**src/rtl/sdm_pkg.sv**
```systemverilog
package sdm_pkg;

  // Lowest value a MASH of the given order can emit
  function automatic int mash_lo(input int order);
    return 1 - (1 << (order - 1));
  endfunction

  // Highest value a MASH of the given order can emit
  function automatic int mash_hi(input int order);
    return 1 << (order - 1);
  endfunction

endpackage

```
**src/rtl/sdm_mash_core.sv**
```systemverilog
module sdm_mash_core #(
  parameter int W     = 20,
  parameter int ORDER = 3,
  parameter int OUT_W = ORDER + 1
) (
  input  logic                    clk,
  input  logic                    rst,
  input  logic                    en,
  input  logic [W-1:0]            x,
  output logic signed [OUT_W-1:0] y
);
  import sdm_pkg::*;

  localparam int LO = mash_lo(ORDER);
  localparam int HI = mash_hi(ORDER);

  logic [ORDER-1:0][W-1:0] acc_q;
  logic [ORDER-1:0][W-1:0] acc_nx;
  logic [ORDER-1:0]        cy;

  // cascaded accumulators: each stage adds the fresh sum of the stage before
  for (genvar g = 0; g < ORDER; g++) begin : g_stage
    logic [W:0] tot;
    if (g == 0) begin : g_head
      assign tot = {1'b0, acc_q[g]} + {1'b0, x};
    end else begin : g_tail
      assign tot = {1'b0, acc_q[g]} + {1'b0, acc_nx[g-1]};
    end
    assign acc_nx[g] = tot[W-1:0];
    assign cy[g]     = tot[W];
  end

  always_ff @(posedge clk) begin
    if (rst)     acc_q <= '0;
    else if (en) acc_q <= acc_nx;
  end

  // carry cancellation network
  if (ORDER == 1) begin : g_o1
    assign y = OUT_W'(cy[0]);
  end else if (ORDER == 2) begin : g_o2
    logic c2_d;
    logic signed [OUT_W-1:0] k1, k2, k2d;
    assign k1  = OUT_W'(cy[0]);
    assign k2  = OUT_W'(cy[1]);
    assign k2d = OUT_W'(c2_d);
    assign y   = k1 + k2 - k2d;
    always_ff @(posedge clk) begin
      if (rst)     c2_d <= 1'b0;
      else if (en) c2_d <= cy[1];
    end
  end else begin : g_o3
    logic c2_d, c3_d, c3_dd;
    logic signed [OUT_W-1:0] k1, k2, k2d, k3, k3d, k3dd;
    assign k1   = OUT_W'(cy[0]);
    assign k2   = OUT_W'(cy[1]);
    assign k2d  = OUT_W'(c2_d);
    assign k3   = OUT_W'(cy[2]);
    assign k3d  = OUT_W'(c3_d);
    assign k3dd = OUT_W'(c3_dd);
    assign y    = k1 + k2 - k2d + k3 - (k3d <<< 1) + k3dd;
    always_ff @(posedge clk) begin
      if (rst) begin
        c2_d  <= 1'b0;
        c3_d  <= 1'b0;
        c3_dd <= 1'b0;
      end else if (en) begin
        c2_d  <= cy[1];
        c3_d  <= cy[2];
        c3_dd <= c3_d;
      end
    end
  end


  y_range_chk: assert property (@(posedge clk) disable iff (rst)
    en |-> (y >= LO && y <= HI));

endmodule

```
**src/rtl/sdm_clip.sv**
```systemverilog
module sdm_clip #(
  parameter int IN_W  = 8,
  parameter int MAXV  = 32,
  parameter int OUT_W = 6
) (
  input  logic signed [IN_W-1:0] raw,
  output logic [OUT_W-1:0]       val,
  output logic                   hit
);
  localparam logic signed [IN_W-1:0] LIM = IN_W'(MAXV);

  always_comb begin
    if (raw < 0) begin
      val = '0;
      hit = 1'b1;
    end else if (raw > LIM) begin
      val = OUT_W'(MAXV);
      hit = 1'b1;
    end else begin
      val = raw[OUT_W-1:0];
      hit = 1'b0;
    end
  end

endmodule

```
**src/rtl/sdm_divctl.sv**
```systemverilog
module sdm_divctl #(
  parameter int FRAC_W  = 20,
  parameter int P_SHIFT = 3,
  parameter int N_ELEM  = 32,
  parameter int ORD_DIV = 3,
  parameter int ORD_DLY = 2,
  localparam int Y_W    = ORD_DIV + 1,
  localparam int P_W    = $clog2(N_ELEM + 1)
) (
  input  logic                  clk,
  input  logic                  rst,
  input  logic                  ref_tick,
  input  logic [FRAC_W-1:0]     frac_word,
  output logic signed [Y_W-1:0] div_ofs,
  output logic [P_W-1:0]        elem_cnt,
  output logic                  clip_seen
);
  localparam int INTG_W   = FRAC_W + P_SHIFT;
  localparam int RQ_W     = FRAC_W - P_SHIFT;
  localparam int IPART_W  = INTG_W - RQ_W;
  localparam int Q_W      = ORD_DLY + 1;
  localparam int WK_W     = ((IPART_W > P_W) ? IPART_W : P_W) + 2;
  localparam int P_OFFSET = N_ELEM / 2;
  localparam logic signed [INTG_W-1:0] ISUM_LIM = INTG_W'(2) <<< FRAC_W;

  logic signed [Y_W-1:0]    y_c;
  logic signed [Q_W-1:0]    q_c;
  logic signed [INTG_W-1:0] isum_q, isum_nx, err_step, neg_sum, y_ext;
  logic signed [IPART_W-1:0] ipart;
  logic [RQ_W-1:0]          fpart;
  logic signed [WK_W-1:0]   p_raw;
  logic [P_W-1:0]           p_c;
  logic                     p_hit;

  sdm_mash_core #(.W(FRAC_W), .ORDER(ORD_DIV), .OUT_W(Y_W)) u_div_mod (
    .clk (clk),
    .rst (rst),
    .en  (ref_tick),
    .x   (frac_word),
    .y   (y_c)
  );

  // quantization error of this strobe, in units of 2^-FRAC_W
  assign y_ext    = {{(INTG_W-Y_W){y_c[Y_W-1]}}, y_c};
  assign err_step = (y_ext <<< FRAC_W) - $signed({{P_SHIFT{1'b0}}, frac_word});
  assign isum_nx  = isum_q + err_step;

  // negate; reading with RQ_W fraction bits is the scale by 2^P_SHIFT
  assign neg_sum = -isum_nx;
  assign ipart   = neg_sum[INTG_W-1:RQ_W];
  assign fpart   = neg_sum[RQ_W-1:0];

  sdm_mash_core #(.W(RQ_W), .ORDER(ORD_DLY), .OUT_W(Q_W)) u_dly_mod (
    .clk (clk),
    .rst (rst),
    .en  (ref_tick),
    .x   (fpart),
    .y   (q_c)
  );

  assign p_raw = {{(WK_W-IPART_W){ipart[IPART_W-1]}}, ipart}
               + {{(WK_W-Q_W){q_c[Q_W-1]}}, q_c}
               + WK_W'(P_OFFSET);

  sdm_clip #(.IN_W(WK_W), .MAXV(N_ELEM), .OUT_W(P_W)) u_clip (
    .raw (p_raw),
    .val (p_c),
    .hit (p_hit)
  );

  always_ff @(posedge clk) begin
    if (rst) begin
      isum_q    <= '0;
      div_ofs   <= '0;
      elem_cnt  <= P_W'(P_OFFSET);
      clip_seen <= 1'b0;
    end else if (ref_tick) begin
      isum_q    <= isum_nx;
      div_ofs   <= y_c;
      elem_cnt  <= p_c;
      clip_seen <= clip_seen | p_hit;
    end
  end


  reset_state_chk: assert property (@(posedge clk)
    rst |=> (div_ofs == 0 && elem_cnt == P_W'(P_OFFSET) && !clip_seen));


  integ_bound_chk: assert property (@(posedge clk) disable iff (rst)
    (isum_q >= -ISUM_LIM && isum_q <= ISUM_LIM));


  cnt_range_chk: assert property (@(posedge clk) disable iff (rst)
    elem_cnt <= P_W'(N_ELEM));


  clip_sticky_chk: assert property (@(posedge clk) disable iff (rst)
    clip_seen |=> clip_seen);


  idle_hold_chk: assert property (@(posedge clk) disable iff (rst)
    !ref_tick |=> ($stable(div_ofs) && $stable(elem_cnt) && $stable(isum_q)));

endmodule

```
**config.mk**
```make
export PLATFORM = sky130hd
export DESIGN_NAME = sdm_divctl
export DESIGN_NICKNAME = d
export VERILOG_FILES = /design/src/rtl/sdm_pkg.sv /design/src/rtl/sdm_mash_core.sv /design/src/rtl/sdm_clip.sv /design/src/rtl/sdm_divctl.sv
export SDC_FILE = /design/constraint.sdc
export NUM_CORES = 1
export LEC_CHECK = 0
export ABC_AREA = 1
export BUFFER_PORTS_ARGS = -buffer_cell sky130_fd_sc_hd__buf_2
export CAP_MARGIN = 10
export CORE_UTILIZATION = 30
export CTS_CLUSTER_DIAMETER = 150
export DETAILED_ROUTE_END_ITERATION = 16
export SLEW_MARGIN = 25
export SYNTH_ARGS = -nofsm -noshare
export SYNTH_HDL_FRONTEND = slang
export SYNTH_SLANG_ARGS = --single-unit
export TNS_END_PERCENT = 10
```
**constraint.sdc**
```tcl
create_clock -name clk -period 10.4 [get_ports clk]
set_clock_uncertainty 0.1 [all_clocks]
set_input_delay 0.52 -clock clk [delete_from_list [all_inputs] [get_ports clk]]
set_output_delay 0.52 -clock clk [all_outputs]
set_load 0.005 [all_outputs]
```
# == Word level (Yosys, flattened, before mapping) ==
# Cells that the tools add are included.
# totals
output_inout_bits,11
inputBits,23
wordCells,37
regBits,132
# classes
add_sub_neg,17
mux,4
order_cmp,2
bitwise_logic,1
# ops
op,n
$add A20 B20 Y21,3
$add A17 B17 Y18,2
$add A23 B23 Y23,1
$neg A23 Y23,1
$sub A23 B21 Y23,1
$mux W6,2
$add A4 B2 Y4,2
$add A7 B6 Y8 const B,1
$gt A8 B7 Y1 const B,1
$lt A8 B1 Y1 const B,1
$add A6 B3 Y7,1
$add A1 B1 Y2,2
$sub A4 B2 Y4,1
$sub A4 B3 Y4,1
$sub A2 B1 Y3,1
$mux W1,2
$or A1 B1 Y1,1

# == Logic depth before layout (Yosys ltp) ==
# logic_depth
depth_word,20
depth_mapped,58
depth_no_buf,58

# == Cells and area by module ==
# From an unflattened synthesis, not the netlist that was laid out.
# hier_totals
cells_unflattened,2402
area_unflattened_um2,14158.6
# by_module_without_submodules
module,seq_area_each_um2,cells_each,area_per_inst_um2,n_inst
sdm_mash_core at u_div_mod,1261.2,1083,6261.0,1
sdm_divctl,680.7,672,4255.3,1
sdm_mash_core at u_dly_mod,700.7,622,3539.6,1
sdm_clip,0.0,25,102.6,1

# == Worst setup path after synthesis ==
# Ideal clock, no wire load.
# synth_path
path_type,input -> register
startpoint,in frac_word[0]
endpoint,reg elem_cnt[3]
t_required_ns,10.229
stages,50
setup_time_ns,0.071
path_buffers,0
arrival_time_ns,7.676
setup_slack_ns,2.553
path_cell_list,ha_1 -> inv_1 -> fa_1 -> inv_1 -> nand3_1 -> nand2_1 -> a21oi_1 -> o21ai_0 -> xor2_1 -> ha_1 -> a21oi_1 -> o21ai_0 -> a21oi_1 -> xor2_1 -> inv_1 -> ha_1 -> nand2_1 -> inv_1 -> [... 14 more ...] -> inv_1 -> nor2_1 -> nor3_1 -> nand2_1 -> xnor2_1 -> nand3_1 -> nand2_2 -> inv_2 -> ha_1 -> ha_1 -> nand2_1 -> nand2_1 -> a31oi_1 -> xor2_1 -> nand3_1 -> inv_1 -> nand3_1 -> a21oi_1
# synth_between
elab_cells_between_ends,21
cone_classes,add/sub: 17; order compare: 2; mux: 2
# synth_rtl
item,line,rtl
"start, declared",sdm_divctl.sv:13,"input logic [FRAC_W-1:0] frac_word,"
$add A20 B20 Y21 *,sdm_mash_core.sv:25,"assign tot = {1'b0, acc_q[g]} + {1'b0, x};"
named net u_div_mod.g_stage[0].tot[10],sdm_mash_core.sv:23,logic [W:0] tot;
$add A20 B20 Y21 *,sdm_mash_core.sv:27,"assign tot = {1'b0, acc_q[g]} + {1'b0, acc_nx[g-1]};"
named net u_div_mod.g_stage[1].tot[11],sdm_mash_core.sv:23,
$add A20 B20 Y21 *,sdm_mash_core.sv:27,
named net u_div_mod.g_stage[2].tot[20],sdm_mash_core.sv:23,
$add A4 B2 Y4 *,sdm_mash_core.sv:61,assign y = k1 + k2 - k2d + k3 - (k3d <<< 1) + k3dd;
$sub A4 B3 Y4 *,sdm_mash_core.sv:61,
[... 1 more ...],-,
named net u_div_mod.y[1],sdm_mash_core.sv:10,output logic signed [OUT_W-1:0] y
$sub A23 B21 Y23 *,sdm_divctl.sv:45,"assign err_step = (y_ext <<< FRAC_W) - $signed({{P_SHIFT{1'b0}}, frac_word});"
$add A23 B23 Y23 *,sdm_divctl.sv:46,assign isum_nx = isum_q + err_step;
$neg A23 Y23 *,sdm_divctl.sv:49,assign neg_sum = -isum_nx;
$add A6 B3 Y7 *,sdm_divctl.sv:62,"+ {{(WK_W-Q_W){q_c[Q_W-1]}}, q_c}"
$add A7 B6 Y8 *,sdm_divctl.sv:63,+ WK_W'(P_OFFSET);
$gt A8 B7 Y1,sdm_clip.sv:16,end else if (raw > LIM) begin
$mux W6,sdm_clip.sv:16,
$mux W6 *,sdm_clip.sv:13,if (raw < 0) begin
"end signal, assigned",sdm_divctl.sv:75,elem_cnt <= P_W'(P_OFFSET);
"end signal, assigned",sdm_divctl.sv:80,elem_cnt <= p_c;
"end, declared",sdm_divctl.sv:15,"output logic [P_W-1:0] elem_cnt,"
# The timed path passes the listed nets; every way through them passes the cells marked *.
# A chain may end at the register's enable or synchronous reset.

# == Worst setup path after layout ==
# layout_path
startpoint,reg u_div_mod.acc_q[0] (netlist bit)
endpoint,reg elem_cnt[0]
# layout_between
elab_cells_between_ends,17
cone_classes,add/sub: 13; order compare: 2; mux: 2
# layout_rtl
item,line,rtl
"start, declared",sdm_mash_core.sv:17,logic [ORDER-1:0][W-1:0] acc_q;
"start signal, assigned",sdm_mash_core.sv:35,else if (en) acc_q <= acc_nx;
$add A20 B20 Y21 *,sdm_mash_core.sv:25,
named net u_div_mod.g_stage[0].tot[14],sdm_mash_core.sv:23,
$add A20 B20 Y21 *,sdm_mash_core.sv:27,
named net u_div_mod.g_stage[1].tot[15],sdm_mash_core.sv:23,
$add A20 B20 Y21 *,sdm_mash_core.sv:27,
named net u_div_mod.g_stage[2].tot[20],sdm_mash_core.sv:23,
$add A4 B2 Y4 *,sdm_mash_core.sv:61,
$sub A4 B3 Y4 *,sdm_mash_core.sv:61,
[... 1 more ...],-,
named net u_div_mod.y[0],sdm_mash_core.sv:10,
$sub A23 B21 Y23 *,sdm_divctl.sv:45,
$add A23 B23 Y23 *,sdm_divctl.sv:46,
$neg A23 Y23 *,sdm_divctl.sv:49,
$add A6 B3 Y7 *,sdm_divctl.sv:62,
$add A7 B6 Y8 *,sdm_divctl.sv:63,
$gt A8 B7 Y1,sdm_clip.sv:16,
$mux W6,sdm_clip.sv:16,
$mux W6 *,sdm_clip.sv:13,
# Marks and branches as above.

==> out/metrics.yaml <==
port_buffers: 33
htree_levels: 4
syn_to_final_growth_pct: 10.58
gp_congestion: 0.9307
drc: 0
vias: 12280
cts_setup_buffers: 0
pre_cts_slack_ps: 1106
endpoint_kind: "flop"
antenna_found_initial: 0
final_cell_mix: "nand2_1 (421), inv_1 (322), nor2_1 (269)"
holdPathStages: 2
finalCriticalPeriod_ps: 9192
power.internal_uw: 2317
slew_headroom_pct: 42.71
ys_ff_latch: 132
hold_viol: 0
start_util_pct: 30.61
finalNetCount: 2189
hold_path_class: "reg2reg"
via_per_inst: 4.826
core.rowCount: 74
ys_seq_area_share_pct: 21.00
cts_buffers: 17
critPathKind: "reg2reg"
fmax_mhz: 108.8
netSwitchingFraction_pct: 51.69
grt_pass1_wl_um: 58340
yosysUniqueCellTypes: 41
diodes: 0
synth_nets: 2177
fin_tns_setup_ps: 0
post_drt_wl_per_cell_um: 13.96
final_max_slew_viol_count: 0
crit_fanout: 6
rsz0062_at_grt: "no"
die_y_um: 206.8
status: "finished, final reports clean"
synth_area_um2: 12580
power.leakage_uw: 0.007773
cts.sinks: 132
clockPowerShare_pct: 13.8
reg2reg_depth: 51
peakVddDrop_uv: 253.9
pwr-share-seq_pct: 14.9
setup_slack_ps: 1208
finalCritPeriodShare_pct: 88.38
postCtsHoldBufs: 0
max_stage_delay_ps: 580
die_area_um2: 42770
switchingPower_uw: 2478
synthArstFlopShare_pct: 0
grtUsageTotal_pct: 17.24
first_pass_iters: 8
clock_path_buffers: 2
yosysWarnings: 0
postRouteAntennaNets: 0
cpMostUsedCell: "nand2_1"
power-per-cell-area_nw_per_um2: 344.6
critPathLaunchType: "flop"
io_pins: 34
ys.flop_type: "dfxtp_1"
root_buffer: "clkbuf_16"
grt_max_degree: 105
first_iter_violations: 621
die_x_um: 206.8
grt_pass1_vias: 11970
cp_data_arrival_time_ps: 9460
cts_tree: "done"
insertion_delay_ps: 450
final_common_cell: "nand2_1"
fin_cells: 2544
utilization_pct: 33.85
worstMarginPinSlew_ps: 859.4
dp_cells: 2512
clk_pin_slew_ps: 60
dpl.hpwl_um: 27700
core_um2: 41110
power_frac_comb_pct: 71.2
wl_um: 35520
slowest_stage: "fa_1"
maxCapViolations: 0
overflow: 0
worst-endpoint-required_ps: 10670
syn_inst: 1987
postSynthAreaPerCell_um2: 6.333
drive_gt1_share_pct: 6.213
setup_violations: 0
cts.repair.resized: 0
synth_edf_count: 0
[worst paths after layout]
path                                        start                        to  slack, ps
setup / recovery  u_div_mod.acc_q[0]$_SDFFE_PP0P_  elem_cnt[0]$_SDFFE_PP0P_       1210
hold / removal           elem_cnt[0]$_SDFFE_PP0P_  elem_cnt[0]$_SDFFE_PP0P_        370
setup reg to reg  u_div_mod.acc_q[0]$_SDFFE_PP0P_  elem_cnt[0]$_SDFFE_PP0P_       1210
hold reg to reg          elem_cnt[0]$_SDFFE_PP0P_  elem_cnt[0]$_SDFFE_PP0P_        370
[critical path, delay by kind of cell (launching register included)]
family / cells / cell delay, ps
AOI/OAI and AO/OA: 10 / 1780
adders and majority gates: 9 / 3220
xor gates and xnor gates: 3 / 860
DFF: 1 / 320
and+or+nand+nor: 21 / 2080
buffers and inverters: 8 / 760
[flip-flops by register name, summed over array words and instances (netlist names)]
| register | flops |
|---|---|
| u_div_mod.g_o3.c2_d | 1 |
| u_div_mod.g_o3.c3_dd | 1 |
| u_dly_mod.g_o2.c2_d | 1 |
| elem_cnt | 6 |
| u_div_mod.acc_q | 60 |
| u_dly_mod.acc_q | 34 |
| clip_seen | 1 |
| u_div_mod.g_o3.c3_d | 1 |
| div_ofs | 4 |
| isum_q | 23 |
[synthesized netlist by cell type, types with 2 or more instances]
cell,instances,area [um^2]
o221ai_1,5,43.79
nand3b_1,5,37.54
nor2_2,4,25.02
a21oi_1,129,645.6
buf_1,4,15.01
dfxtp_1,132,2643
nand3_2,4,40.04
nor4_1,3,18.77
o21ai_0,130,650.6
xnor2_1,18,157.7
and2_1,3,18.77
nor2_8,2,40.04
nand3_1,106,530.5
clkbuf_1,39,146.4
inv_2,12,45.04
nand3_4,2,35.03
xor2_1,58,508.0
nor3_1,21,105.1
fa_1,9,180.2
ha_1,158,1977
o21ai_1,6,30.03
a31oi_1,8,50.05
nand4_1,21,131.4
or2_2,2,12.51
a21o_1,15,112.6
a21boi_0,5,37.54
o211ai_1,23,172.7
nor2_4,5,56.30
o21bai_1,7,52.55
nand2_2,25,156.4
nand2_1,421,1580
inv_1,323,1212
nor2_1,269,1010
a211oi_1,2,15.01
o21a_1,5,37.54
[area by class of cell]
type                            count  area [um^2]
Clock buffer                       24        481.7
Tap cell                          532        665.6
Sequential cell                   132         2643
Inverter                          335         1257
Multi-Input combinational cell   1476         8514
Clock inverter                      8        147.6
Timing Repair Buffer               37        205.2
Fill cell                        4508        27190
[power by group through the flow]
| stage | logic (uW) | registers [uW] | clock network (uW) |
|---|---|---|---|
| final | 3420 | 716 | 664 |
| after global routing | 3930 | 732 | 699 |
| after CTS | 3430 | 717 | 682 |
| after detailed placement | 3400 | 727 | 0 |
| after global placement | 3360 | 725 | 0 |
| after floorplan | 2700 | 705 | 0 |
[metal layers]
metal  vias up  GRT usage (%)  share of wire [%]
li1       6423              -                  -
met1      5591          20.64                 45
met2       202          30.96                 49
met3        61          2.637                3.0
met4         0          6.178                2.7
met5         -              0                  0
[cell families after synthesis]
| kind of cell | synth area share, % |
|---|---|
| xor+xnor | 5.290 |
| simple gates | 30.27 |
| compound gates | 14.96 |
| fa+ha+maj | 17.14 |
| flops | 21.00 |
| buf+inv | 11.34 |
[through the flow]
step	power (uW)	cell area, um^2	hold slack (ps)
2_1_floorplan	3403	12580	353.1
3_3_place_gp	4089	13280	356.5
3_5_place_dp	4128	13280	358.4
4_1_cts	4825	13910	371.5
5_1_grt	5357	13910	402.0
6_report	4795	13910	371.3
(Power assumes the default switching activity.)
